`config.mk`:
```
export PLATFORM = sky130hd
export DESIGN_NAME = burst_addr_seq
export DESIGN_NICKNAME = d
export VERILOG_FILES = /design/src/rtl/burst_seq_pkg.sv /design/src/rtl/burst_seq_ctrl.sv /design/src/rtl/burst_seq_dp.sv /design/src/rtl/burst_addr_seq.sv
export SDC_FILE = /design/constraint.sdc
export NUM_CORES = 1
export LEC_CHECK = 0
export CAP_MARGIN = 0
export CORE_MARGIN = 8
export CORE_UTILIZATION = 36
export DETAILED_ROUTE_END_ITERATION = 12
export GPL_ROUTABILITY_DRIVEN = 0
export GPL_TIMING_DRIVEN = 0
export PLACE_DENSITY = 0.8
export SYNTH_ARGS = -nofsm -noshare
export SYNTH_HDL_FRONTEND = slang
export SYNTH_HIERARCHICAL = 1
export SYNTH_SLANG_ARGS = --single-unit
export TNS_END_PERCENT = 20
```
`constraint.sdc`:
```
create_clock -name clk -period 1.25 [get_ports clk]
set_input_delay 0.1875 -clock clk [delete_from_list [all_inputs] [get_ports clk]]
set_output_delay 0.1875 -clock clk [all_outputs]
set_load 0.03 [all_outputs]
```
`src/rtl/burst_seq_pkg.sv`:
```
package burst_seq_pkg;
  typedef enum logic [1:0] {
    KIND_IDLE = 2'd0,
    KIND_LOAD = 2'd1,
    KIND_STEP = 2'd2,
    KIND_HOLD = 2'd3
  } beatKind_e;

  typedef struct packed {
    logic load;
    logic step;
  } seqCtrl_t;

  localparam int unsigned LOW_W = 2;
endpackage

```
`src/rtl/burst_seq_ctrl.sv`:
```
module burst_seq_ctrl
  import burst_seq_pkg::*;
(
  input  logic      clk,
  input  logic      rstN,
  input  logic      procStrobeN,
  input  logic      ctrlStrobeN,
  input  logic      loadQualify,
  input  logic      advanceN,
  output seqCtrl_t  ctrl,
  output beatKind_e kind
);
  logic active;

  // A qualified strobe wins over advance on the same edge.
  always_comb begin
    ctrl.load = loadQualify & (~procStrobeN | ~ctrlStrobeN);
    ctrl.step = ~ctrl.load & active & ~advanceN;
  end

  always_ff @(posedge clk or negedge rstN) begin
    if (!rstN) begin
      active <= 1'b0;
      kind   <= KIND_IDLE;
    end else begin
      active <= active | ctrl.load;
      if (ctrl.load)      kind <= KIND_LOAD;
      else if (ctrl.step) kind <= KIND_STEP;
      else if (active)    kind <= KIND_HOLD;
      else                kind <= KIND_IDLE;
    end
  end
endmodule

```
`src/rtl/burst_seq_dp.sv`:
```
module burst_seq_dp
  import burst_seq_pkg::*;
#(
  parameter int unsigned ADDR_W = 16
) (
  input  logic              clk,
  input  logic              rstN,
  input  seqCtrl_t          ctrl,
  input  logic              orderSel,
  input  logic [ADDR_W-1:0] addrIn,
  output logic [ADDR_W-1:0] addrOut
);
  localparam int unsigned UP_W = ADDR_W - LOW_W;

  logic [LOW_W-1:0] baseLow;
  logic [LOW_W-1:0] beatIdx;
  logic [LOW_W-1:0] nextIdx;
  logic [LOW_W-1:0] nextLow;
  logic [UP_W-1:0]  upperReg;
  logic [LOW_W-1:0] lowReg;

  // The index wraps modulo four, so nothing carries into the upper bits.
  always_comb begin
    nextIdx = beatIdx + 1'b1;
    nextLow = orderSel ? (baseLow ^ nextIdx) : (baseLow + nextIdx);
  end

  always_ff @(posedge clk or negedge rstN) begin
    if (!rstN) begin
      baseLow  <= '0;
      beatIdx  <= '0;
      upperReg <= '0;
      lowReg   <= '0;
    end else if (ctrl.load) begin
      baseLow  <= addrIn[LOW_W-1:0];
      beatIdx  <= '0;
      upperReg <= addrIn[ADDR_W-1:LOW_W];
      lowReg   <= addrIn[LOW_W-1:0];
    end else if (ctrl.step) begin
      beatIdx  <= nextIdx;
      lowReg   <= nextLow;
    end
  end

  assign addrOut = {upperReg, lowReg};
endmodule

```
`src/rtl/burst_addr_seq.sv`:
```
module burst_addr_seq
  import burst_seq_pkg::*;
#(
  parameter int unsigned ADDR_W = 16
) (
  input  logic              clk,
  input  logic              rstN,
  input  logic              procStrobeN,
  input  logic              ctrlStrobeN,
  input  logic              loadQualify,
  input  logic              advanceN,
  input  logic              orderSel,
  input  logic [ADDR_W-1:0] addrIn,
  output logic [ADDR_W-1:0] addrOut,
  output logic [1:0]        beatKind
);
  seqCtrl_t  ctrl;
  beatKind_e kind;

  burst_seq_ctrl u_ctrl (
    .clk         (clk),
    .rstN        (rstN),
    .procStrobeN (procStrobeN),
    .ctrlStrobeN (ctrlStrobeN),
    .loadQualify (loadQualify),
    .advanceN    (advanceN),
    .ctrl        (ctrl),
    .kind        (kind)
  );

  burst_seq_dp #(.ADDR_W(ADDR_W)) u_dp (
    .clk      (clk),
    .rstN     (rstN),
    .ctrl     (ctrl),
    .orderSel (orderSel),
    .addrIn   (addrIn),
    .addrOut  (addrOut)
  );

  assign beatKind = kind;
endmodule

```
# [Word level (Yosys, flattened, before mapping)]
# Cells that the tools add are included.
[word_totals] ff_bits=23 input_bits=23
[classes] reduce_logical=1 add_sub_neg=2 bitwise_logic=10 mux=8
[ops] cell="$mux W2" count=8
[ops] cell="$not A1 Y1" count=4
[ops] cell="$and A1 B1 Y1" count=3
[ops] cell="$add A2 B1 Y2 const B" count=1
[ops] cell="$add A2 B2 Y2" count=1
[ops] cell="$or A1 B1 Y1" count=2
[ops] cell="$reduce_bool A2 Y1" count=1
[ops] cell="$xor A2 B2 Y2" count=1

# [Logic depth before layout (Yosys ltp)]
[logic_depth] depth_word=8 depth_mapped=6

# [Cells and area by module]
# Netlist, hierarchy kept.
[by_module_without_submodules] mod="burst_seq_dp" area_per_inst_um2=808.3 instances=1 cells_per_inst=56 seq_area_each_um2=500.5
[by_module_without_submodules] mod="burst_seq_ctrl" area_per_inst_um2=121.4 instances=1 cells_per_inst=8 seq_area_each_um2=75.1

# [Worst setup path after synthesis]
# Ideal clock, no wire load.
[synth_path] kind="reg2reg" startpoint="reg u_dp.beatIdx[0]" endpoint="reg u_dp.lowReg[1]" synth_period_minus_slack_ns=1.360 n_path_buf=0 required_time_ns=1.127 stages_incl_launch_ff=7 setup_time_ns=0.123 arrival_time_ns=1.236 path_slack_ns=-0.110 path_cell_list="dfrtp_1 > inv_1 > ha_1 > nor2b_2 > xnor3_1 > mux2i_1 > o21ai_1"
[synth_via] elab_chain_cells=5
[synth_rtl] element="from (decl)" line_no="burst_seq_dp.sv:16" rtl="logic [LOW_W-1:0] beatIdx;"
[synth_rtl] element="from (signal assigned)" line_no="burst_seq_dp.sv:40" rtl="beatIdx <= nextIdx;"
[synth_rtl] element="$add A2 B1 Y2 (*)" line_no="burst_seq_dp.sv:24" rtl="nextIdx = beatIdx + 1'b1;"
[synth_rtl] element="$add A2 B2 Y2 / $xor A2 B2 Y2 (equally long branches)" line_no="burst_seq_dp.sv:25" rtl="nextLow = orderSel ? (baseLow ^ nextIdx) : (baseLow + nextIdx);"
[synth_rtl] element="$mux W2 (*)" line_no="burst_seq_dp.sv:25"
[synth_rtl] element="$mux W2 (*)" line_no="burst_seq_dp.sv:39" rtl="end else if (ctrl.step) begin"
[synth_rtl] element="$mux W2 (*)" line_no="burst_seq_dp.sv:34" rtl="end else if (ctrl.load) begin"
[synth_rtl] element="to (signal assigned)" line_no="burst_seq_dp.sv:38" rtl="lowReg <= addrIn[LOW_W-1:0];"
[synth_rtl] element="to (signal assigned)" line_no="burst_seq_dp.sv:41" rtl="lowReg <= nextLow;"
[synth_rtl] element="to (decl)" line_no="burst_seq_dp.sv:20" rtl="logic [LOW_W-1:0] lowReg;"
# Every way passes the cells marked *; elsewhere a longest branch is shown, timed or not. The select of a mux whose other input is x is not followed.
# A chain may end at the register's enable or synchronous reset.

# [Worst setup path after layout]
# Same ends and word-level chain as after synthesis.

==> impl_metrics.env <==
export IMPL_ios=41
export IMPL_setup_worst_path_class="reg2reg"
export IMPL_hold_path_cell_count=3
export IMPL_max_freq_mhz=759
export IMPL_htreeDepth=1
export IMPL_design_area_mm2=0.00140
export IMPL_vias=641
export IMPL_skew_ns=0.00667
export IMPL_switching_power_mw=0.550
export IMPL_syn_inst=64
export IMPL_layoutNonFillerInstCount=140
export IMPL_topRoutingLayerUsed="met3"
export IMPL_holdWs_ns=0.254
export IMPL_worst_slack_ns=-0.0677
export IMPL_ctsHoldBuffers=0
export IMPL_cts_tree="built"
export IMPL_layout_nets=135
export IMPL_grt_pass1_vias=738
export IMPL_port_buffers=40
export IMPL_drive_above_1_share_pct=37.3
export IMPL_p_clk_share_pct=18.0
export IMPL_wl_met1_um=868
export IMPL_wl_met2_um=900
export IMPL_finalHoldViolCount=0
export IMPL_synth_area_um2=930
export IMPL_syn_nets=88
export IMPL_clk_latency_ns=0.30
export IMPL_num_antenna_cells=0
export IMPL_yosysSeqAreaShare_pct=61.9
export IMPL_seq_power_share_pct=49.8
export IMPL_ys_warn_count=6
export IMPL_status="complete, but fails checks"
export IMPL_p_per_area_mw_per_mm2=1280
export IMPL_ys_seq_elements=23
export IMPL_crit_required_ns=1.44
export IMPL_viasPerCell=4.58
export IMPL_routed_wl_mm=1.96
export IMPL_p_comb_share_pct=32.2
export IMPL_failed_checks="setup timing"
export IMPL_reg2reg_to="u_dp/lowReg[1]"
export IMPL_fin_util_pct=56.9
export IMPL_grt_usage_pct=9.20
export IMPL_dr_wl_met3_um=190
export IMPL_post_place_ws_ns=-0.636
export IMPL_drc=0
export IMPL_antenna_found_initial=0
export IMPL_multi_input_area_um2=349
export IMPL_ff2ff_setup_slack_ns=-0.07
export IMPL_dp_hpwl_mm=1.52
export IMPL_postSynthAreaPerCell_um2=14.5
export IMPL_yosys_cell_types_count=19
export IMPL_layout_common_cells="dfrtp_1 (23), clkdlybuf4s50_1 (19), mux2_2 (14)"
export IMPL_leakagePower_nw=0.641
export IMPL_worst_pin_slew_ns=0.967
export IMPL_drt_pass1_iterations=4
export IMPL_maxCapViolCount=0
export IMPL_clk_pin_slew_worst_paths_ns=0.12
export IMPL_r2r_start="u_dp/beatIdx[0]"
export IMPL_finalSetupViolations=1
export IMPL_grt_max_degree=24
export IMPL_die_area_mm2=0.00446
export IMPL_cts_max_path_buffers=2
export IMPL_final_common_cell="dfrtp_1"
export IMPL_n_fill_cell=218
export IMPL_worstRegToRegCells=6
export IMPL_cp_start_kind="flip-flop"
export IMPL_ir_drop_mv=0.863
export IMPL_grt_pass1_wl_mm=3.22
export IMPL_dieWidth_um=66.8
export IMPL_initial_core_util_pct=37.9
export IMPL_dpl_cell_area_mm2=0.00137
export IMPL_placedCellCount=134
export IMPL_die_h_um=66.8
export IMPL_grt_setup_unrepaired="yes"
export IMPL_cts_sinks=23
export IMPL_drv_slew=0
export IMPL_fin_setup_tns_ns=-0.0677
export IMPL_swShare_pct=30.7
export IMPL_power_total_mw=1.79
export IMPL_core_area_mm2=0.00245
export IMPL_p_int_mw=1.24
export IMPL_holdPathEnd="u_ctrl/kind[1]"
export IMPL_wl_per_cell_um=14.0
export IMPL_cts_buffers_inserted=3
export IMPL_post_route_period_util_pct=105
export IMPL_cp_end_kind="flip-flop"
export IMPL_syn2layout_area_growth_pct=50.2
export IMPL_root_buffer="clkbuf_4"
export IMPL_grt_ovfl_total=0
export IMPL_fin_crit_ns=1.32
export IMPL_seqCellArea_um2=576
export IMPL_drt_iter0_markers=20
export IMPL_maxSlewHeadroom_pct=35.3
export IMPL_cp_max_fo=4
export IMPL_min_from="procStrobeN"
export IMPL_hp_class="in2reg"
export IMPL_drtAntennaViolNets=0
export IMPL_num_rows=18
export IMPL_arrival_ns=1.51
## metal layers
metal	vias up	global-route usage (%)
li1	308	-
met1	303	9.78
met2	30	16.4
met3	0	3.69
met4	0	2.40
met5	-	0
## synthesized netlist by cell type
cell type | count | area [µm²]
a21boi_4 | 1 | 18.8
a21o_1 | 1 | 7.51
buf_2 | 2 | 10.0
dfrtp_1 | 23 | 576
ha_1 | 1 | 12.5
inv_1 | 3 | 11.3
mux2_2 | 14 | 158
mux2i_1 | 2 | 20.0
nand2_1 | 3 | 11.3
nor2_1 | 2 | 7.51
nor2b_1 | 1 | 6.26
nor2b_2 | 1 | 8.76
nor3b_1 | 1 | 7.51
o21ai_0 | 3 | 15.0
o21ai_1 | 1 | 5.00
or2_1 | 1 | 6.26
xnor2_1 | 2 | 17.5
xnor3_1 | 1 | 22.5
xor2_1 | 1 | 8.76
## worst max path at each step
stage / from / endpoint / slack (ns) / cells after the start
after CTS: loadQualify / u_dp/upperReg[12] / -0.06 / 4
after global routing: u_dp/beatIdx[0] / u_dp/lowReg[1] / -0.16 / 6
after global placement: ctrlStrobeN / u_dp/beatIdx[1] / -0.59 / 6
after floorplan: u_ctrl/active / u_dp/beatIdx[1] / 0.009 / 4
after detailed placement: ctrlStrobeN / u_dp/beatIdx[1] / -0.64 / 6
final: u_dp/beatIdx[0] / u_dp/lowReg[1] / -0.07 / 6
## timing repair
action,4_1_cts,5_1_grt
pin swaps,3,5
endpoints found under the hold margin,0,0
gates resized for setup,45,16
setup buffers,0,2
endpoints found under the setup margin,34,26
## worst max-delay path: stages, from the launching register on
cell     delay (ns)
dfrtp_1        0.44
inv_1          0.07
ha_1           0.14
nor2b_4        0.14
xnor3_1        0.21
mux2i_1        0.14
o21ai_1        0.07
## cell families after synthesis
group           Yosys count  share of synthesized area (%)
fa+ha+maj                 1                           1.35
flops                    23                           61.9
buf+inv                   5                           2.29
xor+xnor                  4                           5.25
simple gates              9                           5.12
compound gates            6                           4.98
mux                      16                           19.1
## power groups by stage
stage | Sequential, mW | Clock [mW] | Combinational, mW
floorplan | 1.06 | 0 | 0.177
global placement | 0.902 | 0 | 0.606
detailed placement | 0.910 | 0 | 0.613
CTS | 0.895 | 0.353 | 0.591
global route | 0.906 | 0.378 | 0.618
finish | 0.892 | 0.323 | 0.576
## registers in the layout, indices dropped and copies added (netlist names)
name,flops
u_ctrl/active,1
u_ctrl/kind,2
u_dp/baseLow,2
u_dp/beatIdx,2
u_dp/lowReg,2
u_dp/upperReg,14
## cell type report
| cell class | count | area share, % |
|---|---|---|
| Multi-Input combinational cell | 36 | 25.0 |
| Tap cell | 30 | 2.69 |
| Timing Repair Buffer | 42 | 27.3 |
| Inverter | 3 | 0.806 |
| Buffer | 2 | 1.08 |
| Sequential cell | 23 | 41.2 |
| Clock buffer | 4 | 1.88 |
Note: power is estimated with default switching activity, not from simulation.
